[src/rtl/ppbuf_pkg.sv]
package ppbuf_pkg;

    localparam int PART_W = 16;
    localparam int WORD_W = 2 * PART_W;
    localparam int COEF_W = WORD_W + 1;

    typedef struct packed {
        logic              tag;
        logic [PART_W-1:0] re;
        logic [PART_W-1:0] im;
    } coef_t;

    typedef enum logic {
        BANK_A = 1'b0,
        BANK_B = 1'b1
    } bank_e;

    function automatic bank_e other_bank(input bank_e b);
        return (b == BANK_A) ? BANK_B : BANK_A;
    endfunction

    function automatic coef_t make_coef(input logic [WORD_W-1:0] w, input logic t);
        coef_t c;
        c.tag = t;
        c.re  = w[WORD_W-1:PART_W];
        c.im  = w[PART_W-1:0];
        return c;
    endfunction

endpackage

[src/rtl/ppbuf_bank_ram.sv]
module ppbuf_bank_ram
    import ppbuf_pkg::*;
#(
    parameter int DEPTH = 32,
    parameter int AW    = 5,
    parameter int NRD   = 2
) (
    input  logic                         clk,
    input  logic                         we,
    input  logic [AW-1:0]                waddr,
    input  coef_t                        wdata,
    input  logic [NRD-1:0][AW-1:0]       raddr,
    output logic [NRD-1:0][COEF_W-1:0]   rdata
);

    coef_t mem [DEPTH];

    always_ff @(posedge clk) begin
        if (we) begin
            mem[waddr] <= wdata;
        end
    end

    for (genvar r = 0; r < NRD; r++) begin : g_rd
        always_comb begin
            if (32'(raddr[r]) < DEPTH) begin
                rdata[r] = mem[raddr[r]];
            end else begin
                rdata[r] = '0;
            end
        end
    end

endmodule

[src/rtl/ppbuf_loader.sv]
module ppbuf_loader
    import ppbuf_pkg::*;
#(
    parameter int DEPTH = 32,
    parameter int AW    = 5
) (
    input  logic              clk,
    input  logic              rst,
    input  logic              host_valid,
    input  logic [WORD_W-1:0] host_word,
    input  logic              host_tag,
    input  logic              swap,
    input  logic              held,
    output logic              ram_we,
    output logic [AW-1:0]     ram_waddr,
    output coef_t             ram_wdata,
    output logic              fill_done
);

    localparam int CW = AW + 1;

    logic [CW-1:0] fill_cnt;
    logic          head_tag;
    logic          accept;
    logic          restart;

    assign fill_done = (32'(fill_cnt) == DEPTH);
    assign accept    = host_valid && !fill_done && !held;
    assign restart   = (fill_cnt != '0) && (host_tag != head_tag);
    assign ram_waddr = restart ? '0 : fill_cnt[AW-1:0];
    assign ram_we    = accept;
    assign ram_wdata = make_coef(host_word, host_tag);

    always_ff @(posedge clk) begin
        if (rst) begin
            fill_cnt <= '0;
            head_tag <= 1'b0;
        end else if (swap) begin
            fill_cnt <= '0;
        end else if (accept) begin
            fill_cnt <= {1'b0, ram_waddr} + CW'(1);
            if (ram_waddr == '0) begin
                head_tag <= host_tag;
            end
        end
    end


    fill_bound_chk: assert property (@(posedge clk) disable iff (rst)
        32'(fill_cnt) <= DEPTH);


    full_ignores_chk: assert property (@(posedge clk) disable iff (rst)
        fill_done && !swap |=> $stable(fill_cnt));


    held_ignores_chk: assert property (@(posedge clk) disable iff (rst)
        held && !swap |=> $stable(fill_cnt));

endmodule

[src/rtl/ppbuf_swap_ctrl.sv]
module ppbuf_swap_ctrl
    import ppbuf_pkg::*;
(
    input  logic  clk,
    input  logic  rst,
    input  logic  refresh,
    input  logic  fill_done,
    output logic  swap,
    output bank_e active_bank,
    output logic  underrun,
    output logic  active_valid
);

    assign swap = refresh && fill_done;

    always_ff @(posedge clk) begin
        if (rst) begin
            active_bank  <= BANK_A;
            underrun     <= 1'b0;
            active_valid <= 1'b0;
        end else if (swap) begin
            active_bank  <= other_bank(active_bank);
            underrun     <= 1'b0;
            active_valid <= 1'b1;
        end else if (refresh) begin
            underrun     <= 1'b1;
        end
    end


    swap_taken_chk: assert property (@(posedge clk) disable iff (rst)
        refresh && fill_done |=> (active_bank != $past(active_bank)) && !underrun);


    swap_skip_chk: assert property (@(posedge clk) disable iff (rst)
        refresh && !fill_done |=> $stable(active_bank) && underrun);


    valid_rise_chk: assert property (@(posedge clk) disable iff (rst)
        $rose(active_valid) |-> $past(refresh) && $past(fill_done));

endmodule

[src/rtl/ppbuf_lane.sv]
module ppbuf_lane
    import ppbuf_pkg::*;
#(
    parameter int AW = 5
) (
    input  logic          clk,
    input  logic          rst,
    input  logic          rd_en,
    input  logic [AW-1:0] rd_addr,
    input  bank_e         active_bank,
    input  coef_t         word_a,
    input  coef_t         word_b,
    output logic          rd_vld,
    output coef_t         rd_word,
    output bank_e         seg_bank
);

    logic  seg_start;
    bank_e pick;

    assign seg_start = rd_en && (rd_addr == '0);
    assign pick      = seg_start ? active_bank : seg_bank;

    always_ff @(posedge clk) begin
        if (rst) begin
            seg_bank <= BANK_A;
            rd_vld   <= 1'b0;
        end else begin
            rd_vld <= rd_en;
            if (seg_start) begin
                seg_bank <= active_bank;
            end
        end
    end

    always_ff @(posedge clk) begin
        if (rd_en) begin
            rd_word <= (pick == BANK_A) ? word_a : word_b;
        end
    end


    rd_latency_chk: assert property (@(posedge clk) disable iff (rst)
        rd_en |=> rd_vld);


    rd_idle_chk: assert property (@(posedge clk) disable iff (rst)
        !rd_en |=> !rd_vld && $stable(rd_word));


    seg_hold_chk: assert property (@(posedge clk) disable iff (rst)
        !seg_start |=> $stable(seg_bank));

endmodule

[src/rtl/coef_pingpong_buf.sv]
module coef_pingpong_buf
    import ppbuf_pkg::*;
#(
    parameter int PROF_LEN  = 32,
    parameter int NUM_LANES = 2,
    parameter int AW        = $clog2(PROF_LEN)
) (
    input  logic                        clk,
    input  logic                        rst,
    input  logic                        host_valid,
    input  logic [WORD_W-1:0]           host_word,
    input  logic                        host_tag,
    input  logic                        refresh,
    output logic                        active_valid,
    output logic                        underrun,
    input  logic [NUM_LANES-1:0]        lane_rd_en,
    input  logic [NUM_LANES*AW-1:0]     lane_rd_addr,
    output logic [NUM_LANES-1:0]        lane_rd_vld,
    output logic [NUM_LANES*PART_W-1:0] lane_rd_re,
    output logic [NUM_LANES*PART_W-1:0] lane_rd_im,
    output logic [NUM_LANES-1:0]        lane_rd_tag
);

    localparam int NBANK = 2;

    logic                                      swap;
    logic                                      fill_done;
    logic                                      held;
    bank_e                                     active_bank;
    bank_e                                     fill_bank;
    logic                                      ld_we;
    logic [AW-1:0]                             ld_waddr;
    coef_t                                     ld_wdata;
    logic [NUM_LANES-1:0][AW-1:0]              raddr_v;
    logic [NBANK-1:0][NUM_LANES-1:0][COEF_W-1:0] bank_rd;
    bank_e                                     lane_bank [NUM_LANES];
    coef_t                                     lane_word [NUM_LANES];

    assign raddr_v   = lane_rd_addr;
    assign fill_bank = other_bank(active_bank);

    always_comb begin
        held = 1'b0;
        for (int l = 0; l < NUM_LANES; l++) begin
            if (lane_bank[l] == fill_bank) begin
                held = 1'b1;
            end
        end
    end

    ppbuf_swap_ctrl u_swap (
        .clk          (clk),
        .rst          (rst),
        .refresh      (refresh),
        .fill_done    (fill_done),
        .swap         (swap),
        .active_bank  (active_bank),
        .underrun     (underrun),
        .active_valid (active_valid)
    );

    ppbuf_loader #(
        .DEPTH (PROF_LEN),
        .AW    (AW)
    ) u_loader (
        .clk        (clk),
        .rst        (rst),
        .host_valid (host_valid),
        .host_word  (host_word),
        .host_tag   (host_tag),
        .swap       (swap),
        .held       (held),
        .ram_we     (ld_we),
        .ram_waddr  (ld_waddr),
        .ram_wdata  (ld_wdata),
        .fill_done  (fill_done)
    );

    for (genvar b = 0; b < NBANK; b++) begin : g_bank
        logic bank_we;
        assign bank_we = ld_we && (fill_bank == bank_e'(b));

        ppbuf_bank_ram #(
            .DEPTH (PROF_LEN),
            .AW    (AW),
            .NRD   (NUM_LANES)
        ) u_ram (
            .clk   (clk),
            .we    (bank_we),
            .waddr (ld_waddr),
            .wdata (ld_wdata),
            .raddr (raddr_v),
            .rdata (bank_rd[b])
        );
    end

    for (genvar l = 0; l < NUM_LANES; l++) begin : g_lane
        ppbuf_lane #(
            .AW (AW)
        ) u_lane (
            .clk         (clk),
            .rst         (rst),
            .rd_en       (lane_rd_en[l]),
            .rd_addr     (raddr_v[l]),
            .active_bank (active_bank),
            .word_a      (coef_t'(bank_rd[0][l])),
            .word_b      (coef_t'(bank_rd[1][l])),
            .rd_vld      (lane_rd_vld[l]),
            .rd_word     (lane_word[l]),
            .seg_bank    (lane_bank[l])
        );

        assign lane_rd_re[l*PART_W +: PART_W] = lane_word[l].re;
        assign lane_rd_im[l*PART_W +: PART_W] = lane_word[l].im;
        assign lane_rd_tag[l]                 = lane_word[l].tag;
    end


    no_write_held_chk: assert property (@(posedge clk) disable iff (rst)
        held |-> !ld_we);


    no_write_full_chk: assert property (@(posedge clk) disable iff (rst)
        fill_done |-> !ld_we);

endmodule

[config.mk]
export PLATFORM = sky130hd
export DESIGN_NAME = coef_pingpong_buf
export DESIGN_NICKNAME = d
export VERILOG_FILES = /design/src/rtl/ppbuf_pkg.sv /design/src/rtl/ppbuf_bank_ram.sv /design/src/rtl/ppbuf_loader.sv /design/src/rtl/ppbuf_swap_ctrl.sv /design/src/rtl/ppbuf_lane.sv /design/src/rtl/coef_pingpong_buf.sv
export SDC_FILE = /design/constraint.sdc
export NUM_CORES = 2
export LEC_CHECK = 0
export BUFFER_PORTS_ARGS = -buffer_cell sky130_fd_sc_hd__buf_2
export CORE_ASPECT_RATIO = 1.1
export CORE_MARGIN = 5
export CORE_UTILIZATION = 35
export DETAILED_ROUTE_END_ITERATION = 6
export PLACE_DENSITY = 0.59
export SYNTH_ARGS = -nofsm -noshare
export SYNTH_HDL_FRONTEND = slang
export SYNTH_SLANG_ARGS = --single-unit
[constraint.sdc]
create_clock -name clk -period 5 [get_ports clk]
set_clock_uncertainty 0.15 [all_clocks]
set_input_delay 0 -clock clk [delete_from_list [all_inputs] [get_ports clk]]
set_output_delay 0 -clock clk [all_outputs]
set_load 0.03 [all_outputs]
==> flow_summary.yaml <==
final_layout:
  final_cells: 9213
  final_nets: 5220
  fin_util_pct: 40.3
  design_area_um2: 115000
  drive_gt1_share_pct: 36.1
  syn2layout_area_growth_pct: 14.5
timing:
  worst_slew_pin_slew_ps: 1370
  rsz0062_at_grt: "false"
  max_freq_ghz: 0.265
  setup_violations: 0
  slew_viol_final: 0
  setup_tns_ps: 0
  fin_crit_sh_pct: 75.5
  relSlewSlack_pct: 7.36
  fin_crit_ps: 3770
  hold_viol: 0
global_route:
  antenna_found_initial: 30
  grt_util_all_layers_pct: 24.1
  gr-total-overflow: 0
  grt_max_degree: 77
  grt_pass1_vias: 59000
  grt_pass1_wl_mm: 503
clock_network:
  cts_tree: "built"
  cts_buffers: 224
  postCtsSetupRepairBufs: 0
  clkTransAtPathRegs_ps: 70
  h-tree-depth: 4
  insertion_delay_ps: 920
  clockRootBuffer: "clkbuf_16"
  ctsLongestPathBuffers: 4
  cts.sinks: 2192
placement:
  port_buffers: 118
  dp.cells: 8739
  routabilityCongestion: 0.879
  dp_hpwl_mm: 226
  dpl_cell_area_um2: 108000
yosys:
  ys_async_sr_fraction_pct: 0
  synth_top_cell_by_area: "edfxtp_1"
  synth_top_area_share_pct: 64.9
  synthesis.area_um2: 101000
  synthesis.nets: 4950
  ys_seq_area_share_pct: 65.2
  synth.distinct_cells: 65
  synth_edf_count: 2178
  synth_ff_type: "edfxtp_1"
  ys_top_cells_by_area: "edfxtp_1, mux4_2, mux2i_1"
  ys_seq_elements: 2192
  yosysWarnings: 0
  syn_avg_cell_area_um2: 20.6
  synthCells: 4896
worst_setup_path:
  reg2reg_to: "g_bank[1].u_ram.mem[24][30]$_DFFE_PP_"
  crit_end: "g_bank[1].u_ram.mem[24][30]$_DFFE_PP_"
  startpoint_type: "flop"
  crit_cells: 5
  crit_slowest_cell: "nor2_4"
  regToRegStartpoint: "g_lane[0].u_lane.seg_bank$_SDFF_PP0_"
  r2r_slack_ps: 1230
  endpoint_kind: "flop"
  crit_fanout: 17
  crit_chain: "or3_1 -> nor2_1 -> nand2_1 -> nor2_4 -> buf_4"
  cp_top_family: "simple AND/OR/NAND/NOR gates"
  arrival_ps: 4180
  cp_num_buf_inv: 1
  required_ps: 5400
  slowest_delay_ps: 1100
  startpoint: "g_lane[0].u_lane.seg_bank$_SDFF_PP0_"
  crit_type: "reg -> reg"
  rr_worst_depth: 5
worst_hold_path:
  min_from: "lane_rd_addr[7]"
  hold_path_class: "in -> reg"
floorplan:
  die_x_um: 522
  die_height_um: 573
  coreArea_um2: 287000
  rows: 206
  start_util_pct: 35.2
  die_area_um2: 299000
  pin_count: 119
detailed_routing:
  drt-initial-drc-count: 8253
  remaining_drc_errors: 0
  routed_via_density: 6.36
  routed_wl_mm: 368
  drt_first_pass_iters: 6
  ant_nets: 0
  routedWlPerCell_um: 40.0
  vias: 58600
power:
  peakVddDrop_v: 0.000325
  power.density_nw_per_um2: 352
  power_leakage_nw: 36.0
outcome:
  status: "finished clean"
run:
  cap_violations: 0
[kinds of logic after synthesis]
| group | Yosys count | share of synthesized area (%) |
|---|---|---|
| xor gates and xnor gates | 3 | 0.0261 |
| DFF | 2192 | 65.2 |
| adders and majority gates | 5 | 0.0621 |
| buffers and inverters | 420 | 2.09 |
| muxes | 1403 | 27.4 |
| AOI/OAI and AO/OA | 437 | 3.30 |
| and+or+nand+nor | 436 | 2.00 |
[synth_stat cells (all sizes together) (38+ instances only)]
master,count
nand3,44
a21oi,55
buf,260
o221ai,49
mux2i,267
a221oi,42
mux4,1077
mux2,59
nand2,163
edfxtp,2178
nor2,109
o22ai,72
o211ai,38
clkbuf,130
[flip-flops by register name (all words and copies together), names as in the netlist]
name                    cells
g_lane.u_lane.seg_bank      2
g_lane.u_lane.rd_word      66
g_bank.u_ram.mem         2112
u_loader.fill_cnt           6
u_swap.active_bank          1
g_lane.u_lane.rd_vld        2
u_swap.underrun             1
u_swap.active_valid         1
u_loader.head_tag           1
[final cells by class]
type	count	area [um2]
Clock inverter	144	1460
Inverter	30	118
Tap cell	3848	4810
Timing Repair Buffer	434	4030
Antenna cell	17	42.5
Multi-Input combinational cell	2284	33500
Clock buffer	264	5780
Fill cell	25400	171000
Sequential cell	2192	65700
[worst min path at each step]
stage,to,slack [ps],depth (start not counted)
after global placement,g_lane[0].u_lane.rd_word[22]$_DFFE_PP_,240,1
after floorplan,g_lane[1].u_lane.seg_bank$_SDFF_PP0_,-80,1
final,g_lane[1].u_lane.rd_word[8]$_DFFE_PP_,80,5
after CTS,g_lane[1].u_lane.rd_word[15]$_DFFE_PP_,50,5
after detailed placement,g_lane[0].u_lane.rd_word[22]$_DFFE_PP_,240,1
after global routing,g_lane[1].u_lane.rd_word[8]$_DFFE_PP_,110,5
[per-layer routing]
metal / global-route usage, % / up-vias / share of wire, %
met3: 4.20 / 843 / 9.4
met1: 31.3 / 31900 / 36
met4: 14.0 / 14 / 7.1
met2: 38.3 / 3783 / 47
met5: 0 / - / 0.027
li1: - / 22000 / -
[metrics by stage]
step | power, mW | hold slack [ps] | setup WS (ps)
final | 40.7 | 75.2 | 1230
after global routing | 41.7 | 114 | 1230
after global placement | 24.0 | 240 | 802
after floorplan | 22.7 | -80.9 | 1690
after detailed placement | 24.0 | 239 | 798
after CTS | 40.9 | 51.9 | 1330
[placed cells by master, fill, tap and decap left out, types with 8 or more instances in the layout]
master / netlist / routed
a2111o_1: 21 / 21
a2111oi_0: 26 / 23
a21oi_1: 55 / 55
a221o_1: 24 / 24
a221oi_1: 42 / 42
a22oi_1: 10 / 10
a31oi_1: 14 / 14
a32oi_1: 9 / 9
buf_12: 0 / 69
buf_2: 148 / 109
buf_4: 81 / 198
bufinv_16: 0 / 26
clkbuf_1: 130 / 39
clkbuf_16: 0 / 225
clkinv_1: 1 / 53
clkinv_2: 0 / 40
clkinvlp_4: 0 / 10
dfxtp_1: 14 / 14
diode_2: 0 / 17
dlygate4sd3_1: 0 / 49
edfxtp_1: 2178 / 2178
inv_1: 28 / 27
inv_6: 0 / 8
mux2_2: 59 / 59
mux2i_1: 267 / 267
mux4_2: 1077 / 1077
nand2_1: 163 / 161
nand2b_1: 30 / 30
nand3_1: 44 / 43
nor2_1: 109 / 42
nor2_4: 0 / 65
nor2b_1: 34 / 33
nor3_1: 15 / 15
o211ai_1: 38 / 38
o21ai_0: 26 / 26
o221ai_1: 49 / 49
o22ai_1: 72 / 72
[what timing repair did]
action / 4_1_cts / 5_1_grt
resized for setup: 0 / 0
hold endpoints to repair: 2202 / 0
hold buffers: 49 / 0
[where the power goes]
group          total [mW]  switching [mW]  internal (mW)  leakage, nW
registers            20.4           0.110           20.3         19.8
logic                3.28            2.02           1.26         12.8
clock network        17.0            7.38           9.60         3.52
[worst min-delay path: stages]
cell	delay, ps
buf_8	220
buf_4	320
mux4_2	270
mux2i_1	70
mux2i_1	110
No activity file was read; power rests on OpenSTA's default activity.
